**src/rtl/sleep_seq_pkg.sv**
```systemverilog
package sleep_seq_pkg;

    typedef enum logic [2:0] {
        SQ_OFF       = 3'd0,
        SQ_WAIT      = 3'd1,
        SQ_SETTLE    = 3'd2,
        SQ_ACTIVE    = 3'd3,
        SQ_S3_PEND   = 3'd4,
        SQ_S3        = 3'd5,
        SQ_S5        = 3'd6,
        SQ_S5_FORCED = 3'd7
    } seq_state_e;

    // Convert a duration to clock cycles, never below one cycle.
    function automatic int us_to_cycles(input int mhz, input int us);
        return (mhz * us < 1) ? 1 : mhz * us;
    endfunction

endpackage

```
**src/rtl/seq_pin_filter.sv**
```systemverilog
module seq_pin_filter #(
    parameter int DG_CYC = 2
) (
    input  logic clk,
    input  logic rst_n,
    input  logic clr,
    input  logic raw,
    output logic filt
);
    localparam int CW = $clog2(DG_CYC + 1);

    logic [CW-1:0] cnt;

    always_ff @(posedge clk or negedge rst_n) begin
        if (!rst_n) begin
            filt <= 1'b1;
            cnt  <= '0;
        end else if (clr) begin
            filt <= 1'b1;
            cnt  <= '0;
        end else if (raw == filt) begin
            cnt  <= '0;
        end else if (cnt == CW'(DG_CYC - 1)) begin
            filt <= raw;
            cnt  <= '0;
        end else begin
            cnt  <= cnt + 1'b1;
        end
    end

    // an agreeing raw level never moves the filtered output
    assert_filter_holds_R2: assert property (@(posedge clk) disable iff (!rst_n)
        (raw == filt && !clr) |=> $stable(filt));

endmodule

```
**src/rtl/seq_span_timer.sv**
```systemverilog
module seq_span_timer #(
    parameter int LIMIT = 4
) (
    input  logic clk,
    input  logic rst_n,
    input  logic run,
    output logic done
);
    localparam int CW = $clog2(LIMIT + 1);

    logic [CW-1:0] cnt;

    assign done = run && (cnt == CW'(LIMIT - 1));

    always_ff @(posedge clk or negedge rst_n) begin
        if (!rst_n)      cnt <= '0;
        else if (!run)   cnt <= '0;
        else if (done)   cnt <= '0;
        else             cnt <= cnt + 1'b1;
    end

endmodule

```
**src/rtl/acpi_sleep_seq.sv**
```systemverilog
module acpi_sleep_seq
    import sleep_seq_pkg::*;
#(
    parameter int CLK_MHZ     = 1,
    parameter int N_MAIN      = 3,
    parameter int DEGLITCH_US = 2,
    parameter int S3_DELAY_US = 200,
    parameter int LATCH_US    = 3000,
    parameter int SETTLE_US   = 25000
) (
    input  logic              clk,
    input  logic              rst_n,
    input  logic              stby_por,
    input  logic              shutdown,
    input  logic              slp3_n,
    input  logic              slp5_n,
    input  logic [N_MAIN-1:0] main_good,
    input  logic              dual_sel,
    input  logic              mem_sel,
    output logic [2:0]        pstate,
    output logic              en_stby,
    output logic              en_clk,
    output logic              en_pass,
    output logic              en_dual,
    output logic              in_fault,
    output logic              dual_lat,
    output logic              mem_lat
);
    localparam int DG_CYC  = us_to_cycles(CLK_MHZ, DEGLITCH_US);
    localparam int S3D_CYC = us_to_cycles(CLK_MHZ, S3_DELAY_US);
    localparam int LAT_CYC = us_to_cycles(CLK_MHZ, LATCH_US);
    localparam int SET_CYC = us_to_cycles(CLK_MHZ, SETTLE_US);
    localparam int N_PINS  = 2;

    seq_state_e state, state_nx;
    logic       hold;
    logic       all_good;
    logic [N_PINS-1:0] pin_raw, pin_filt;
    logic       f3, f5;
    logic       lat_done, set_done, s3d_done;
    logic       dual_q, mem_q;

    assign hold     = stby_por | shutdown;
    assign all_good = &main_good;
    assign pin_raw  = {slp5_n, slp3_n};

    // Request pin deglitch filters (index 0: S3, index 1: S5)
    for (genvar g = 0; g < N_PINS; g++) begin : g_pin
        seq_pin_filter #(.DG_CYC(DG_CYC)) u_filt (
            .clk   (clk),
            .rst_n (rst_n),
            .clr   (hold),
            .raw   (pin_raw[g]),
            .filt  (pin_filt[g])
        );
    end

    assign f3 = pin_filt[0];
    assign f5 = pin_filt[1];

    seq_span_timer #(.LIMIT(LAT_CYC)) u_lat_tmr (
        .clk (clk), .rst_n (rst_n),
        .run (!hold && state == SQ_WAIT),
        .done(lat_done)
    );

    seq_span_timer #(.LIMIT(SET_CYC)) u_set_tmr (
        .clk (clk), .rst_n (rst_n),
        .run (!hold && state == SQ_SETTLE && all_good),
        .done(set_done)
    );

    seq_span_timer #(.LIMIT(S3D_CYC)) u_s3d_tmr (
        .clk (clk), .rst_n (rst_n),
        .run (!hold && state == SQ_S3_PEND),
        .done(s3d_done)
    );

    // Next-state decision
    always_comb begin
        state_nx = state;
        if (hold) begin
            state_nx = SQ_OFF;
        end else begin
            unique case (state)
                SQ_OFF:     state_nx = SQ_WAIT;
                SQ_WAIT: begin
                    if (lat_done) begin
                        if (f3 && f5)  state_nx = SQ_SETTLE;
                        else if (!f5)  state_nx = SQ_S5;
                        else           state_nx = SQ_S3;
                    end
                end
                SQ_SETTLE: begin
                    if (!f3)           state_nx = SQ_S3_PEND;
                    else if (set_done) state_nx = SQ_ACTIVE;
                end
                SQ_ACTIVE: begin
                    if (!all_good)     state_nx = SQ_S5_FORCED;
                    else if (!f3)      state_nx = SQ_S3_PEND;
                end
                SQ_S3_PEND: begin
                    if (!all_good)     state_nx = SQ_S5_FORCED;
                    else if (f3)       state_nx = SQ_ACTIVE;
                    else if (s3d_done) state_nx = f5 ? SQ_S3 : SQ_S5;
                end
                SQ_S3, SQ_S5: begin
                    if (f3 && f5)      state_nx = SQ_SETTLE;
                end
                SQ_S5_FORCED: begin
                    if (all_good)      state_nx = SQ_SETTLE;
                end
                default:               state_nx = SQ_OFF;
            endcase
        end
    end

    // State register
    always_ff @(posedge clk or negedge rst_n) begin
        if (!rst_n) state <= SQ_OFF;
        else        state <= state_nx;
    end

    // Configuration capture
    always_ff @(posedge clk or negedge rst_n) begin
        if (!rst_n) begin
            dual_q <= 1'b0;
            mem_q  <= 1'b0;
        end else if (hold) begin
            dual_q <= 1'b0;
            mem_q  <= 1'b0;
        end else if (state == SQ_WAIT && lat_done) begin
            dual_q <= dual_sel;
            mem_q  <= mem_sel;
        end
    end

    // Outputs
    always_comb begin
        en_stby  = 1'b1;
        en_clk   = 1'b0;
        en_pass  = 1'b0;
        en_dual  = 1'b0;
        in_fault = 1'b0;
        unique case (state)
            SQ_OFF:              en_stby = 1'b0;
            SQ_WAIT:             ;
            SQ_ACTIVE, SQ_S3_PEND: begin
                en_clk  = 1'b1;
                en_pass = 1'b1;
                en_dual = 1'b1;
            end
            SQ_SETTLE, SQ_S3, SQ_S5: en_dual = dual_q;
            SQ_S5_FORCED: begin
                en_dual  = dual_q;
                in_fault = 1'b1;
            end
            default:             en_stby = 1'b0;
        endcase
    end

    assign pstate   = state;
    assign dual_lat = dual_q;
    assign mem_lat  = mem_q;

    // a held reset or shutdown forces the off state
    assert_hold_to_off_R1: assert property (@(posedge clk) disable iff (!rst_n)
        hold |=> (state == SQ_OFF));

    // sleep states never hop to each other
    assert_no_s3_to_s5_R4: assert property (@(posedge clk) disable iff (!rst_n)
        (state == SQ_S3) |=> (state != SQ_S5 && state != SQ_S3_PEND));
    assert_no_s5_to_s3_R4: assert property (@(posedge clk) disable iff (!rst_n)
        (state == SQ_S5) |=> (state != SQ_S3 && state != SQ_S3_PEND));

    // entry into ACTIVE only from a settle window or a cancelled request
    assert_active_entry_R5: assert property (@(posedge clk) disable iff (!rst_n)
        (state == SQ_ACTIVE && $past(state) != SQ_ACTIVE)
        |-> ($past(state) == SQ_SETTLE || $past(state) == SQ_S3_PEND));

    // supply loss while awake forces S5
    assert_loss_forces_s5_R6: assert property (@(posedge clk) disable iff (!rst_n)
        (!hold && !all_good && (state == SQ_ACTIVE || state == SQ_S3_PEND))
        |=> (state == SQ_S5_FORCED));

    // forced S5 stays while supplies are missing
    assert_forced_sticky_R7: assert property (@(posedge clk) disable iff (!rst_n)
        (!hold && !all_good && state == SQ_S5_FORCED) |=> (state == SQ_S5_FORCED));

    // captured selects stay fixed once configured
    assert_sel_frozen_R10: assert property (@(posedge clk) disable iff (!rst_n)
        (!hold && state != SQ_OFF && state != SQ_WAIT)
        |=> ($stable(dual_q) && $stable(mem_q)));

endmodule

```
**config.mk**
```make
export PLATFORM = sky130hd
export DESIGN_NAME = acpi_sleep_seq
export DESIGN_NICKNAME = d
export VERILOG_FILES = /design/src/rtl/sleep_seq_pkg.sv /design/src/rtl/seq_pin_filter.sv /design/src/rtl/seq_span_timer.sv /design/src/rtl/acpi_sleep_seq.sv
export SDC_FILE = /design/constraint.sdc
export NUM_CORES = 1
export LEC_CHECK = 0
export BUFFER_PORTS_ARGS = -buffer_cell sky130_fd_sc_hd__buf_2
export CAP_MARGIN = 5
export CORE_AREA = 2 2 108 110
export CTS_CLUSTER_DIAMETER = 100
export DETAILED_ROUTE_END_ITERATION = 10
export DIE_AREA = 0 0 110 112
export GPL_ROUTABILITY_DRIVEN = 0
export PLACE_DENSITY_LB_ADDON = 0.1
export SLEW_MARGIN = 40
export SYNTH_ARGS = -nofsm -noshare
export SYNTH_HDL_FRONTEND = slang
export SYNTH_HIERARCHICAL = 1
export SYNTH_SLANG_ARGS = --single-unit
```
**constraint.sdc**
```tcl
create_clock -name clk -period 4.4 [get_ports clk]
set_clock_uncertainty 0.1 [all_clocks]
set_input_delay 0.22 -clock clk [delete_from_list [all_inputs] [get_ports clk]]
set_output_delay 0.22 -clock clk [all_outputs]
set_load 0.02 [all_outputs]
```
==> out/results.ini <==
[run_status]
status = completed

[place]
hpwl_um = 3920
portBuffers = 20
dpl-instance-area_sq_um = 2820
placed_cells = 423

[global_route]
grt_pass1_vias = 1927
grt_first_pass_wirelength_um = 9990
grt_max_degree = 47
overflow = 0
track_usage = 0.104
antenna_found_initial = 0

[setup_path]
max_stage_delay_ns = 0.67
slowest_stage = dfrtp_1
worstSetupPathType = reg2reg
critPathCapture = pstate[1]
critPathLaunchType = flip-flop
cp_max_fo = 18
reg2reg_depth = 10
rr_startpoint = pstate[1]
crit_chain = nand2b_1 -> nor4_1 -> nand4bb_1 -> or4_4 -> nor2_1 -> nor3b_2 -> a21oi_1 -> o22a_1 -> a31oi_1 -> nor3_1
r2r_end = pstate[1]
arrival_ns = 3.29
end_kind = flip-flop
required_ns = 4.51
cp-startpoint = pstate[1]
rrSetupSlack_ns = 1.22

[finish]
nets = 302
n_antenna_cell = 0
drive_above_1_share = 0.173
design_area_sq_um = 2970
final_cells = 432
most-common-layout-cells = 44 x dfrtp_1, 36 x nor2_1, 20 x buf_2
final_common_cell = dfrtp_1
syn2layout_area_growth_pct = 13.7

[die]
fp.dieW_um = 110
start_util = 0.234
rows = 39
core_sq_um = 11200
die_area_sq_um = 12300
ios = 21
chipHeight_um = 112

[synth]
syn_nets = 282
synth_seq_area_share = 0.442
synthFlopType = dfrtp_1
synth_warnings = 6
syn_inst = 268
ys_ff_latch = 46
syn-cell-area_sq_um = 2610
synth_edf_count = 0
ys_types = 56
syn_avg_cell_area_sq_um = 9.74
synthArstFlopShare = 1.00

[timing]
worst_hold_slack_ns = 0.0823
worstMarginPinSlew_ns = 0.730
post-route-min-period_ns = 3.18
fmax_mhz = 314
finalHoldViolCount = 0
drv_slew = 0
slew_headroom = 0.509
setup_violations = 0
fin_setup_tns_ns = 0
post-route-period-util = 0.724
rsz0062_at_grt = false

[drt]
drcViolationCount = 0
ant_nets = 0
post_drt_via_cell_ratio = 4.52
vias = 1953
first_iter_violations = 81
drt_pass1_iterations = 4
wire_per_inst_um = 13.2
routed_wl_um = 5710

[hold_path]
hp-class = in2reg

[pwr]
pwr-share-seq = 0.506
peakVddDrop_uv = 119
leakage_nw = 1.13
p_clk_frac = 0.437
pwr-share-comb = 0.058
p_sw_uw = 196
sw_frac_of_total = 0.231
internal-power_uw = 653
power_density_nw_per_um2 = 286

[clocking]
clk_pin_slew_ns = 0.06
clockRootBuffer = clkbuf_16
cts_resized = 0
cts_buffers = 5
clock_tree.htree_level_count = 2
cts_tree = built
clockBufferDepth = 2
cts_post_setup_buffers_inserted = 0
clock-sinks = 46
clk_latency_ns = 0.29

[flow_run]
maxCapViolations = 0

## cell usage after synthesis (2+ instances only)
| cell | n | share of area |
|---|---|---|
| mux2i_1 | 4 | 0.015 |
| o21bai_1 | 2 | 0.0057 |
| inv_1 | 7 | 0.010 |
| nor3b_1 | 2 | 0.0057 |
| a21oi_1 | 13 | 0.025 |
| nand3_1 | 15 | 0.029 |
| xnor2_1 | 14 | 0.047 |
| nor4_1 | 6 | 0.014 |
| o211ai_1 | 2 | 0.0057 |
| dfstp_2 | 2 | 0.020 |
| dfrtp_1 | 44 | 0.42 |
| nor4b_2 | 2 | 0.012 |
| nand3_2 | 2 | 0.0077 |
| o22ai_1 | 3 | 0.0072 |
| nand2_1 | 14 | 0.020 |
| and2_1 | 6 | 0.014 |
| or3_2 | 2 | 0.0057 |
| ha_1 | 3 | 0.014 |
| xor2_1 | 7 | 0.023 |
| or4_1 | 3 | 0.0086 |
| o31ai_1 | 4 | 0.012 |
| nor2_1 | 36 | 0.052 |
| o21ai_0 | 9 | 0.017 |
| nand2b_1 | 3 | 0.0072 |
| or4_4 | 2 | 0.0086 |
| nand4_1 | 8 | 0.019 |
| buf_6 | 6 | 0.026 |
| or3_1 | 5 | 0.012 |
| nor3_1 | 11 | 0.021 |
| nor2b_1 | 4 | 0.0096 |
| buf_2 | 2 | 0.0038 |
## worst min path at each step
stage                        start       end  slack (ns)  depth (start not counted)
after global routing      dual_sel  dual_lat         0.1                          3
after global placement       rst_n  dual_lat        0.28                          2
after CTS                  mem_sel   mem_lat        0.08                          3
final                      mem_sel   mem_lat        0.08                          3
after floorplan              rst_n  dual_lat       -0.18                          0
after detailed placement     rst_n  dual_lat        0.27                          2
## per-layer routing
metal  wire [um]  global-route usage
met4          59              0.0354
met2        2700               0.160
met5           0                   0
met1        2770               0.141
met3         179              0.0275
## power by group through the flow
stage	combinational, mW	clock (mW)	sequential (mW)
floorplan	0.0276	0	0.437
global route	0.0558	0.413	0.430
finish	0.0491	0.371	0.430
global placement	0.0506	0	0.438
detailed placement	0.0498	0	0.437
CTS	0.0509	0.397	0.429
## final cells by class
class,instances,area (sq um)
Fill cell,1204,8210
Clock buffer,7,133
Tap cell,143,179
Inverter,8,30.0
Timing Repair Buffer,24,133
Multi-Input combinational cell,203,1330
Sequential cell,46,1150
Clock inverter,1,7.51
## flip-flops by register name, summed over array words and instances (netlist names)
register           cells
g_pin.u_filt/cnt       4
dual_lat               1
u_s3d_tmr/cnt          8
g_pin.u_filt/filt      2
mem_lat                1
u_set_tmr/cnt         15
u_lat_tmr/cnt         12
pstate                 3
## logic make-up (layout without fill, tap and decap cells)
kind of cell | after synthesis | after routing | share of synthesized area
AND/OR/NAND/NOR | 130 | 130 | 0.284
flip-flops | 46 | 46 | 0.442
AO/OA/AOI/OAI | 44 | 44 | 0.118
XOR/XNOR | 21 | 21 | 0.0704
buffers and inverters | 19 | 40 | 0.0474
multiplexers | 5 | 5 | 0.0240
adder cells (fa/ha/maj) | 3 | 3 | 0.0144
## what timing repair did
action	CTS	global route
hold buffers	1	0
setup endpoints to repair	0	0
endpoints found under the hold margin	44	0
## per-stage QoR
step | power, mW | setup WS (ns) | utilization
floorplan | 0.465 | 1.48 | -
global placement | 0.488 | 1.36 | 0.252
detailed placement | 0.487 | 1.21 | 0.252
CTS | 0.877 | 1.18 | 0.266
global route | 0.899 | 0.809 | 0.266
finish | 0.850 | 1.22 | 0.266
## critical path, delay by kind of cell (launching register included)
kind            cells  cell delay, ns
simple gates        7            1.87
flops               1            0.67
compound gates      3            0.47
Power figures use the tool's default switching activity.
